**src/rtl/alu_pkg.sv**
```systemverilog
package alu_pkg;

    localparam int unsigned DATA_W = 32;
    localparam int unsigned PC_W   = 32;

    typedef enum logic [1:0] {
        OP_AND = 2'd0,
        OP_OR  = 2'd1,
        OP_SUM = 2'd2,
        OP_NOR = 2'd3
    } alu_op_e;

endpackage

```
**src/rtl/alu_bit_slice.sv**
```systemverilog
module alu_bit_slice
    import alu_pkg::*;
(
    input  logic    a_i,
    input  logic    b_i,
    input  logic    binv_i,
    input  logic    cin_i,
    input  alu_op_e op_i,
    output logic    sum_o,
    output logic    res_o,
    output logic    cout_o
);
    logic b_eff;
    logic prop;

    always_comb begin
        b_eff  = b_i ^ binv_i;
        prop   = a_i ^ b_eff;
        sum_o  = prop ^ cin_i;
        cout_o = (a_i & b_eff) | (cin_i & prop);
        unique case (op_i)
            OP_AND:  res_o = a_i & b_eff;
            OP_OR:   res_o = a_i | b_eff;
            OP_SUM:  res_o = sum_o;
            default: res_o = ~(a_i | b_eff);
        endcase
    end
endmodule

```
**src/rtl/alu_flag_unit.sv**
```systemverilog
module alu_flag_unit
    import alu_pkg::*;
#(
    parameter int unsigned WIDTH = DATA_W
) (
    input  alu_op_e          op_i,
    input  logic [WIDTH-1:0] res_i,
    input  logic             a_msb_i,
    input  logic             b_msb_eff_i,
    input  logic             sum_msb_i,
    input  logic             carry_top_i,
    output logic             zero_o,
    output logic             carry_o,
    output logic             ovf_o
);
    logic is_sum;

    always_comb begin
        is_sum  = (op_i == OP_SUM);
        zero_o  = ~|res_i;
        carry_o = is_sum & carry_top_i;
        ovf_o   = is_sum & (a_msb_i == b_msb_eff_i) & (sum_msb_i != a_msb_i);
    end
endmodule

```
**src/rtl/alu_epc_reg.sv**
```systemverilog
module alu_epc_reg
    import alu_pkg::*;
#(
    parameter int unsigned ADDR_W = PC_W
) (
    input  logic              clk,
    input  logic              rst,
    input  logic              load_i,
    input  logic [ADDR_W-1:0] pc_i,
    output logic [ADDR_W-1:0] epc_o
);
    typedef struct packed {
        logic [ADDR_W-1:0] epc;
    } epc_state_t;

    epc_state_t state_d;
    epc_state_t state_q;

    always_comb begin
        state_d = state_q;
        if (load_i) begin
            state_d.epc = pc_i;
        end
    end

    always_ff @(posedge clk) begin
        if (rst) begin
            state_q <= '0;
        end else begin
            state_q <= state_d;
        end
    end

    assign epc_o = state_q.epc;
endmodule

```
**src/rtl/alu_trap_top.sv**
```systemverilog
module alu_trap_top
    import alu_pkg::*;
#(
    parameter int unsigned WIDTH  = DATA_W,
    parameter int unsigned ADDR_W = PC_W
) (
    input  logic              clk,
    input  logic              rst,
    input  logic              op_valid,
    input  logic [1:0]        op_sel,
    input  logic              sub_en,
    input  logic              signed_op,
    input  logic [WIDTH-1:0]  a,
    input  logic [WIDTH-1:0]  b,
    input  logic [ADDR_W-1:0] op_pc,
    output logic [WIDTH-1:0]  result,
    output logic              zero,
    output logic              carry_out,
    output logic              overflow,
    output logic              trap,
    output logic [ADDR_W-1:0] epc
);
    localparam int unsigned MSB = WIDTH - 1;

    alu_op_e          op;
    logic [WIDTH:0]   carry;
    logic [WIDTH-1:0] sum_bits;

    assign op       = alu_op_e'(op_sel);
    assign carry[0] = sub_en;

    for (genvar i = 0; i < WIDTH; i++) begin : g_slice
        alu_bit_slice u_slice (
            .a_i    (a[i]),
            .b_i    (b[i]),
            .binv_i (sub_en),
            .cin_i  (carry[i]),
            .op_i   (op),
            .sum_o  (sum_bits[i]),
            .res_o  (result[i]),
            .cout_o (carry[i+1])
        );
    end

    alu_flag_unit #(.WIDTH(WIDTH)) u_flags (
        .op_i        (op),
        .res_i       (result),
        .a_msb_i     (a[MSB]),
        .b_msb_eff_i (b[MSB] ^ sub_en),
        .sum_msb_i   (sum_bits[MSB]),
        .carry_top_i (carry[WIDTH]),
        .zero_o      (zero),
        .carry_o     (carry_out),
        .ovf_o       (overflow)
    );

    assign trap = op_valid & signed_op & overflow;

    alu_epc_reg #(.ADDR_W(ADDR_W)) u_epc (
        .clk    (clk),
        .rst    (rst),
        .load_i (trap),
        .pc_i   (op_pc),
        .epc_o  (epc)
    );
endmodule

```
**config.mk**
```make
export PLATFORM = sky130hd
export DESIGN_NAME = alu_trap_top
export DESIGN_NICKNAME = d
export VERILOG_FILES = /design/src/rtl/alu_pkg.sv /design/src/rtl/alu_bit_slice.sv /design/src/rtl/alu_flag_unit.sv /design/src/rtl/alu_epc_reg.sv /design/src/rtl/alu_trap_top.sv
export SDC_FILE = /design/constraint.sdc
export NUM_CORES = 1
export LEC_CHECK = 0
export BUFFER_PORTS_ARGS = -buffer_cell sky130_fd_sc_hd__buf_4
export CAP_MARGIN = 30
export CORE_MARGIN = 1.5
export CORE_UTILIZATION = 30
export DETAILED_ROUTE_END_ITERATION = 8
export SLEW_MARGIN = 10
export SYNTH_ARGS = -nofsm -noshare
export SYNTH_HDL_FRONTEND = slang
export SYNTH_SLANG_ARGS = --single-unit
```
**constraint.sdc**
```tcl
create_clock -name clk -period 59 [get_ports clk]
set_input_delay 8.85 -clock clk [delete_from_list [all_inputs] [get_ports clk]]
set_output_delay 8.85 -clock clk [all_outputs]
set_load 0.05 [all_outputs]
```
==> out/summary.md <==
The run finished with clean final reports. The register with the most flip-flops in the layout has 32 of them. The tools report the DRC violations left as 0. The net switching share of the total power came out at 0.413. Count of cells resized by post-cts repair: 0.

The later pin in the worst-skew pair is clocked with a latency of 0.27 ns. The first-pass GRT wire length was 18100 um. The root buffer cell was sky130_fd_sc_hd__clkbuf_16. For the number of antenna violations at the first check in global routing, the log shows 0. The tools report the placeable core region as 14600 um2. Max-cap violations in this run came to 0.

The worst register-to-register path begins at u_epc.epc_o[22]. The logs give 0 for the remaining antenna violation count and 833 for the count of non-filler cells in the finished layout. The pre-antenna-repair detailed-routing pass consisted of 4 iterations. The tools report the largest net degree at the start of global routing as 67. Among all flip-flop cells after synthesis, the most frequent one is sky130_fd_sc_hd__dfxtp_1. The tools report the hold buffer count at cts as 0.

For the worst setup path, the data required time is 50.15 ns. STA classifies the critical path endpoint as an output port. The initial standard-cell utilization of the core was 0.308; the maximum cell stage delay along the critical path was 0.47 ns.

The tools report the number of setup violations in the final report as 0. The synthesized design contains 0 enable-type register cells. The share of total power in combinational logic came out at 0.516.

Kind of path behind the tightest hold check: reg -> reg. The number of nets in the synthesized netlist is 730. The portion of total power attributed to the clock network was 0.275; the chip height was 125 um. For the worst setup path, the data arrival time is 23.34 ns. The run gives 0.140 as the global-route usage over all layers. Clock period minus worst slack: 32.19 ns. The biggest area contributor in the post-synthesis netlist is sky130_fd_sc_hd__ha_1. The floorplan step defined a die boundary enclosing 15700 um2. For this run the aggregate overflow at the end of global routing stands at 0. The number of hold violations in the final report was 0; the sequential cell area fraction in the yosys report was 0.143.

Power per unit of standard cell area: 18.4 nW/um2. The worst hold path passes through 2 cells. The internal power contribution is 0.0621 mW, and the x dimension of the die is 125 um. The logs give 0 ns for the total negative setup slack and 0.455 ns for the worst hold slack. Of all nets on the critical path, the largest fanout is 34. The count of nets after finishing came out at 846.

The share of post-route cells with drive strength above 1 works out to 0.293. Number of cell instances on the worst register-to-register path: 2. In this run the most critical hold path is launched from u_epc.epc_o[15]. By count the netlist is led by sky130_fd_sc_hd__nand2_1 (69), sky130_fd_sc_hd__inv_1 (66), sky130_fd_sc_hd__ha_1 (64).

The tools report the end point of the worst hold path as u_epc.epc_o[15]. Port buffering added 170 buffers. The cell count after placement was 825. Setup repair after global routing left no endpoint under its margin. Buffers inserted during clock tree synthesis total 5.

Summed over all cells, the static leakage comes to 2.83 nW. The total count of max-transition violations in the final report came out at 0. In the routed layout, each cell is associated on average with a via count of 4.42. Once the clock tree was built, the setup fixing pass inserted 0 buffers.

Compared with the post-synthesis result, the final layout area differs by 27.8%. The worst relative slew slack is 0.528, and the power dissipated by switching net loads is 0.0437 mW. The filler cells instantiated in the layout total 1465.

The critical register-to-register path endpoint was u_epc.epc_o[22]. The proportion of netlist area held by the largest area contributor works out to 0.178. After technology mapping, the gate count stands at 532. STA classifies the critical path startpoint as an input pin.

The standard-cell row count was 44; the post-synthesis cell area was 4490 um2. The category of the critical setup timing path is in -> out. The clock passes through at most 2 buffers. Among all cell types in the netlist, the one instantiated most often is sky130_fd_sc_hd__nand2_1. 0 antenna diodes ended up in the layout. In the final routed layout, each cell accounts on average for 13.2 um. For the pin with the worst max-slew slack, the measured transition is 0.708 ns. The number of clock sinks was 32; the maximum achievable frequency was 0.0311 GHz.

Sequential cell fraction of total power: 0.209. Sorting the synthesized cells by area gives the leading types as sky130_fd_sc_hd__ha_1 (18%), sky130_fd_sc_hd__dfxtp_1 (14%), sky130_fd_sc_hd__fa_1 (14%). The logs give 58.37 ns for the internal reg-to-reg setup slack and 0 for the number of warnings issued by yosys. TritonCTS built the clock tree. The post-CTS clock slew at the launch and capture registers of the worst setup and hold paths was 0.05 ns; the number of placed I/O pins was 171.

The final route contains 3678 vias. The number of global-route vias before repair came out at 3699. The cell type with the highest occurrence count on the critical path was sky130_fd_sc_hd__fa_1. On the critical path, the stage with the largest delay is an instance of sky130_fd_sc_hd__fa_1.

The DRC marker count from the first detailed-route iteration was 133; the average cell area after synthesis was 8.44 um2. The run gives 0 ns as the setup clock skew after layout. Routability-driven placement finished with a final weighted congestion of 0.819. Summed over all nets, the half-perimeter wirelength after detailed placement is 8910 um. The tools report the overall power of the completed layout as 0.106 mW.

The worst-case vdd ir drop was 0.0000269 V. The aggregate routed wire length was 11000 um. The share of flip-flops with an asynchronous set or reset works out to 0. In this run the number of H-tree levels came out at 2. The number of register bits inferred by synthesis is 32, and the final worst-path cycle share is 0.546. The number of distinct standard cells referenced by the synthesized netlist came out at 28.
worst max-delay path, delay by kind of cell:
family,cells,cell delay (ns)
buffers and inverters,6,1.57
AND/OR/NAND/NOR,2,0.40
XOR/XNOR,2,0.39
adder cells (fa/ha/maj),31,12.09
routing by layer:
metal / share of wire / GRT usage / up-vias / wire [um]
met5: 0 / 0 / - / 0
met4: 0.0083 / 0.0281 / 0 / 91
met3: 0.095 / 0.0518 / 8 / 1050
met2: 0.48 / 0.245 / 122 / 5280
met1: 0.42 / 0.164 / 1688 / 4570
li1: - / - / 1860 / -
area by class of cell:
class	count	area (um2)	share of cell area
Tap cell	184	230	0.0401
Clock buffer	5	125	0.0218
Sequential cell	32	641	0.112
Clock inverter	3	42.5	0.00742
Timing Repair Buffer	172	1300	0.227
Inverter	67	251	0.0438
Multi-Input combinational cell	370	3140	0.548
worst max path at each step:
| stage | start | slack, ns | to | depth (start not counted) |
|---|---|---|---|---|
| final | sub_en | 26.81 | trap | 41 |
| after global routing | sub_en | 26.19 | trap | 41 |
| after CTS | sub_en | 26.69 | trap | 41 |
| after global placement | sub_en | 26.94 | trap | 41 |
| after detailed placement | sub_en | 26.73 | trap | 41 |
| after floorplan | sub_en | 26.92 | trap | 41 |
placed cells by master, fill, tap and decap left out, drive strengths merged:
cell type  instances
bufinv             1
nor4b              1
buf              172
nor3               1
nand3              1
nor2b             30
mux2               1
xor2              63
mux2i              1
o21ai              3
clkinv             1
nand2             69
nor4               8
and3b              1
dfxtp             32
a21oi             62
inv               67
clkbuf             5
fa                31
clkinvlp           1
a211oi            30
ha                64
xnor2              3
nand4              1
cells by family after synthesis:
group,share of synthesized area
buf+inv,0.157
simple gates,0.121
compound gates,0.129
fa+ha+maj,0.317
xor+xnor,0.129
flops,0.143
mux,0.00474
power by group through the flow:
stage               clock network (mW)  registers [mW]  logic (mW)
floorplan                            0          0.0236      0.0414
global placement                     0          0.0225      0.0539
detailed placement                   0          0.0225      0.0553
CTS                             0.0297          0.0221      0.0555
global route                    0.0307          0.0221      0.0601
finish                          0.0291          0.0221      0.0546
per-stage QoR:
stage / cell area, um2 / utilization / setup slack, ns
floorplan: 4490 / - / 26.92
finish: 5740 / 0.393 / 26.81
global route: 5740 / 0.393 / 26.19
detailed placement: 5570 / 0.382 / 26.73
CTS: 5740 / 0.393 / 26.69
global placement: 5550 / 0.380 / 26.94
No activity file was read; power rests on OpenSTA's default activity.
